===== src/rtl/slew_ramp_ctrl.sv =====
module slew_ramp_ctrl #(
  parameter int CODE_W        = 7,
  parameter int SLEW_W        = 3,
  parameter int CLK_PERIOD_PS = 10000,
  parameter int FAST_STEP_PS  = 97656
) (
  input  logic              clk,
  input  logic              rst_n,
  input  logic              run,
  input  logic              sel,
  input  logic [CODE_W-1:0] setpt0,
  input  logic [CODE_W-1:0] setpt1,
  input  logic [SLEW_W-1:0] slew,
  input  logic [1:0]        mode,
  input  logic              out_reached,
  output logic [CODE_W-1:0] ref_code,
  output logic              switch_enable,
  output logic              pos_flag,
  output logic              neg_flag,
  output logic              force_pwm
);

  localparam int RAW_TICKS  = (FAST_STEP_PS + CLK_PERIOD_PS / 2) / CLK_PERIOD_PS;
  localparam int BASE_TICKS = (RAW_TICKS < 1) ? 1 : RAW_TICKS;
  localparam int MAX_TICKS  = BASE_TICKS << ((1 << SLEW_W) - 1);
  localparam int CNT_W      = $clog2(MAX_TICKS + 1);

  logic [CODE_W-1:0] ref_q, target;
  logic [CNT_W-1:0]  cnt_q, step_ticks;
  logic              wait_q;

  assign target     = sel ? setpt1 : setpt0;
  assign step_ticks = CNT_W'(BASE_TICKS) << slew;

  always_ff @(posedge clk or negedge rst_n) begin
    if (!rst_n) begin
      ref_q  <= '0;
      cnt_q  <= '0;
      wait_q <= 1'b0;
    end else if (!run) begin
      ref_q  <= '0;
      cnt_q  <= '0;
      wait_q <= 1'b0;
    end else if (target > ref_q) begin
      wait_q <= 1'b0;
      if (cnt_q >= step_ticks - 1'b1) begin
        ref_q <= ref_q + 1'b1;
        cnt_q <= '0;
      end else begin
        cnt_q <= cnt_q + 1'b1;
      end
    end else if (target < ref_q) begin
      ref_q  <= target;
      cnt_q  <= '0;
      wait_q <= 1'b1;
    end else begin
      cnt_q <= '0;
      if (out_reached) wait_q <= 1'b0;
    end
  end

  assign ref_code      = ref_q;
  assign neg_flag      = wait_q;
  assign switch_enable = run & ~wait_q;
  assign pos_flag      = run & (ref_q < target);
  assign force_pwm     = sel ? mode[1] : mode[0];

  AST_IDLE_CLEARS: assert property (@(posedge clk) disable iff (!rst_n)
    !run |=> (ref_q == '0 && !wait_q));

  AST_SINGLE_LSB_STEP: assert property (@(posedge clk) disable iff (!rst_n)
    (ref_q > $past(ref_q)) |-> (ref_q == $past(ref_q) + 1'b1));

  AST_NO_OVERSHOOT: assert property (@(posedge clk) disable iff (!rst_n)
    (ref_q > $past(ref_q)) |-> (ref_q <= $past(target)));

  AST_DOWN_JUMP: assert property (@(posedge clk) disable iff (!rst_n)
    (run && target < ref_q) |=> (ref_q == $past(target) && wait_q));

  AST_WAIT_RELEASE: assert property (@(posedge clk) disable iff (!rst_n)
    (run && wait_q && out_reached && ref_q == target) |=> !wait_q);

endmodule


===== config.mk =====
export PLATFORM = sky130hd
export DESIGN_NAME = slew_ramp_ctrl
export DESIGN_NICKNAME = d
export VERILOG_FILES = /design/src/rtl/slew_ramp_ctrl.sv
export SDC_FILE = /design/constraint.sdc
export NUM_CORES = 1
export LEC_CHECK = 0
export ABC_AREA = 0
export CAP_MARGIN = 20
export CORE_ASPECT_RATIO = 1.1
export CORE_UTILIZATION = 37
export CTS_BUF_LIST = sky130_fd_sc_hd__clkbuf_2
export CTS_CLUSTER_SIZE = 16
export DETAILED_ROUTE_END_ITERATION = 8
export DONT_BUFFER_PORTS = 1
export GPL_TIMING_DRIVEN = 0
export MAX_ROUTING_LAYER = met4
export SLEW_MARGIN = 20
export SYNTH_ARGS = -nofsm -noshare
export SYNTH_HDL_FRONTEND = slang
export SYNTH_SLANG_ARGS = --single-unit
export TNS_END_PERCENT = 100

===== constraint.sdc =====
create_clock -name clk -period 3.6 [get_ports clk]
set_input_delay 0.72 -clock clk [delete_from_list [all_inputs] [get_ports clk]]
set_output_delay 0.72 -clock clk [all_outputs]
set_load 0.02 [all_outputs]

# Yosys cells after proc, flatten, opt, wreduce, memory -nomap -nowiden
# Index checks and enable logic that the tools add are counted.
word_totals:
  ff_bits: 19
  in_bits: 24
  output_inout_bits: 11
  elab_cells: 31
classes:
  addsub: 3
  magnitude_cmp: 4
  n_eq_ne: 3
  n_shift: 1
  n_mux: 13
  n_bitwise: 3
  reduce_logical: 1
ops:
  columns: ["cell", "n"]
  rows:
  - ["2-to-1 mux 7 bit", 5]
  - ["2-to-1 mux 11 bit", 3]
  - ["less-than comparator 7 bit", 2]
  - ["adder 11 x 1 -> 11 bit, second input constant", 1]
  - [">= comparator 11 bit", 1]
  - ["left shift 4 x 3 -> 11 bit, first input constant", 1]
  - ["subtractor 11 x 1 -> 11 bit, second input constant", 1]
  - ["adder 7 x 1 -> 7 bit, second input constant", 1]
  - ["> comparator 7 bit", 1]
  - ["2-to-1 mux 1 bit", 5]
  - ["!= test 4 x 1 -> 1 bit, second input constant", 1]
  - ["!= test 3 x 1 -> 1 bit, second input constant", 1]
  - ["!= test 3 x 2 -> 1 bit, second input constant", 1]
  - ["AND 1 bit", 2]
  - ["AND reduction 2 bit", 1]
  - ["inverter 1 bit", 1]

# Longest topological paths before layout
depth:
  word_depth: 6
  depth_mapped: 13
  depth_no_buf: 11

# Worst setup path after synthesis
# Ideal clock, no wire load.
synth_timing:
  path_type: "input to register"
  start: "in slew[2]"
  end: "reg ref_q[0] (netlist: ref_code[0])"
  setup_ns: 0.124
  arrival_time_ns: 3.127
  required_time_ns: 3.476
  path_slack_ns: 0.349
  path_stages: 11
  path_buffers: 2
  cell_sequence: "clkbuf_1 or3_1 ha_1 and3_1 o21ai_0 ha_1 and4_1 a2111oi_4 buf_6 nor3_1 o31a_1"
synth_via:
  elab_chain_cells: 5
synth_lines:
  columns: ["item", "line", "rtl"]
  rows:
  - ["start, declared", "13", "input logic [SLEW_W-1:0] slew,"]
  - ["left shift 4 x 3 -> 11 bit", "33", "assign step_ticks = CNT_W'(BASE_TICKS) << slew;"]
  - ["subtractor 11 x 1 -> 11 bit", "46", "if (cnt_q >= step_ticks - 1'b1) begin"]
  - [">= comparator 11 bit", "46", null]
  - ["!= test 3 x 2 -> 1 bit (no source line)", null, null]
  - ["AND reduction 2 bit (no source line)", null, null]
  - ["end signal, assigned", "47", "ref_q <= ref_q + 1'b1;"]
  - ["end signal, assigned", "53", "ref_q <= target;"]
  - ["end, declared", "28", "logic [CODE_W-1:0] ref_q, target;"]
# No other way between the ends.
# A chain may end at the register's enable or synchronous reset.

# Worst setup path after layout
layout_timing:
  start: "in slew[0]"
  end: "reg ref_q[0] (netlist: ref_code[0])"
# Same word-level chain as after synthesis.

==> results.sh <==
export IMPL_yosys_register_bits=19
export IMPL_worst_slack_ns=0.372
export IMPL_drt_first_pass_iters=4
export IMPL_gp_congestion=0.820
export IMPL_pwr_share_comb_pct=27.8
export IMPL_p_total_mw=0.528
export IMPL_worstSetupPathType="primary input to register"
export IMPL_yosysTopAreaCell="dfrtp_1"
export IMPL_rsz0062_at_grt="no"
export IMPL_fin_skew_ns=0.00834
export IMPL_syn_inst=185
export IMPL_fin_area_um2=1740
export IMPL_syn_nets=229
export IMPL_hold_class="primary input to async pin"
export IMPL_placed_area_um2=1720
export IMPL_synthDistinctLibCells=45
export IMPL_antenna_found_initial=0
export IMPL_hold_viol=0
export IMPL_tns_ns=0
export IMPL_clock_root_buffer="clkbuf_2"
export IMPL_dp_slack_ns=0.0265
export IMPL_drt_vias_per_instance=5.46
export IMPL_crit_required_ns=3.80
export IMPL_initial_core_util_pct=38.6
export IMPL_yosysWarnings=0
export IMPL_setup_viol=0
export IMPL_insertedDiodeCount=0
export IMPL_drcViolationCount=0
export IMPL_synthDominantCellAreaShare_pct=28.8
export IMPL_drive_above_1_share_pct=9.52
export IMPL_power_leakage_nw=0.778
export IMPL_worstPathArrival_ns=3.43
export IMPL_die_w_um=65.7
export IMPL_detail_route_antenna_nets=0
export IMPL_synth_edf_count=0
export IMPL_timing_slew_headroom_pct=71.9
export IMPL_p_sw_mw=0.201
export IMPL_core_um2=4290
export IMPL_port_buffers=0
export IMPL_cts_hold_buffers=0
export IMPL_syn_area_um2=1650
export IMPL_grt_usage_pct=14.9
export IMPL_period_needed_ns=3.23
export IMPL_status="finished, final reports clean"
export IMPL_cts_sinks=19
export IMPL_rows=25
export IMPL_grt_pass1_vias=1285
export IMPL_vias=1326
export IMPL_grt_first_pass_wirelength_mm=5.51
export IMPL_slew_viol_final=0
export IMPL_fin_nets=234
export IMPL_syn_area_per_cell_um2=8.93
export IMPL_cts_tree="done"
export IMPL_irDropWorstVdd_uv=164
export IMPL_cp_max_fo=10
export IMPL_syn2layout_area_growth_pct=5.30
export IMPL_seq_power_share_pct=54.9
export IMPL_crit_path_start_kind="primary input"
export IMPL_hpwl_mm=2.63
export IMPL_cap_violations=0
export IMPL_grt_ovfl_total=0
export IMPL_clk_pin_slew_ns=0.17
export IMPL_synth_common_cells="ha_1, dfrtp_1, nor2_1, nand2_1, a21oi_1"
export IMPL_cp_end_kind="register"
export IMPL_seq_area_frac_synth_pct=28.8
export IMPL_period_share_pct=89.7
export IMPL_cts_path_max_buffers=2
export IMPL_wl_per_cell_um=13.2
export IMPL_hold_ws_ns=0.0840
export IMPL_drtIter0Drc=63
export IMPL_synthTopCellsByArea="dfrtp_1, ha_1, mux2i_1"
export IMPL_yosysMostFrequentCell="ha_1"
export IMPL_routed_wl_mm=3.20
export IMPL_postCtsSetupBuffers=0
export IMPL_clock_latency_ns=0.30
export IMPL_numCtsBuffers=3
export IMPL_internal_power_mw=0.328
export IMPL_p_per_area_nw_per_um2=304
export IMPL_grt_max_degree=20
export IMPL_die_h_um=72.1
export IMPL_die_area_um2=4740
export IMPL_final_core_util_pct=40.6
export IMPL_p_sw_share_pct=38.0
export IMPL_worst_pin_slew_ns=0.422
export IMPL_ctsHtreeMaxLevel=1
export IMPL_clock_fmax_mhz=310
export IMPL_ys_flop_type="dfrtp_1"
export IMPL_numPlacedInstances=239
export IMPL_cts_resized=0
export IMPL_io_pins=35
export IMPL_p_clk_share_pct=17.3
export IMPL_final_cells=243
export IMPL_ys_async_sr_fraction_pct=100
export IMPL_r2r_slack_ns=1.30
## cell type report
type,count,area (um2)
inverters,4,15.0
multi-input cells,155,1130
plain buffers,7,36.3
flip-flops and latches,19,475
fillers,452,2540
well taps,54,67.6
clock buffers,4,20.0
## registers in the layout, indices dropped and copies added, names as in the netlist
register / cells
cnt_q: 11
neg_flag: 1
ref_code: 7
## critical path, stage by stage
cell,delay (ns)
clkbuf_1,0.25
nor2b_1,0.30
nand2b_1,0.10
ha_1,0.23
and3_1,0.18
o21ai_0,0.17
ha_1,0.27
nand4_1,0.11
a211oi_2,0.07
a2111oi_4,0.47
buf_6,0.21
nor3_1,0.05
o31a_1,0.30
## placed cells by master, fill, tap and decap left out, types with 2 or more instances in the layout
master,n
nand3_1,10
nor3_1,5
nand2_1,16
buf_2,2
mux2i_1,10
clkbuf_2,4
nand2b_1,2
nor2_1,19
o211ai_1,2
nand4_1,3
a211oi_2,2
or2_2,2
dfrtp_1,19
clkbuf_1,4
nand3b_1,2
nand3_2,2
xnor2_1,6
ha_1,20
nor2b_1,2
inv_1,4
o21ai_0,8
and3_1,3
mux2_2,2
xor2_1,4
or3_1,2
a21oi_1,14
## cell families after synthesis
group / synth area share, %
muxes: 7.42
DFF: 28.8
buffers and inverters: 3.10
adders and majority gates: 15.1
and+or+nand+nor: 23.0
AOI/OAI and AO/OA: 17.3
xor gates and xnor gates: 5.30
## layer usage
metal,track usage [%],wire [um]
met3,1.73,137
met4,4.35,23
met1,18.1,1460
met2,25.7,1580
met5,-,0
## power groups by stage
stage	sequential [mW]	clock (mW)	combinational, mW
after global placement	0.295	0	0.146
after global routing	0.295	0.102	0.170
after CTS	0.290	0.0952	0.148
final	0.290	0.0912	0.147
after floorplan	0.284	0	0.123
after detailed placement	0.294	0	0.148
## worst paths after layout
kind | start | end | cells past startpoint
min | rst_n | ref_code[5]$_DFFE_PN0P_ | 0
min reg2reg | cnt_q[0]$_DFF_PN0_ | cnt_q[0]$_DFF_PN0_ | 1
max in group asynchronous | rst_n | ref_code[6]$_DFFE_PN0P_ | 0
max reg2reg | ref_code[4]$_DFFE_PN0P_ | cnt_q[10]$_DFF_PN0_ | 7
min in group clk | cnt_q[0]$_DFF_PN0_ | cnt_q[0]$_DFF_PN0_ | 1
max | slew[0] | ref_code[0]$_DFFE_PN0P_ | 13
Power figures use the tool's default switching activity.
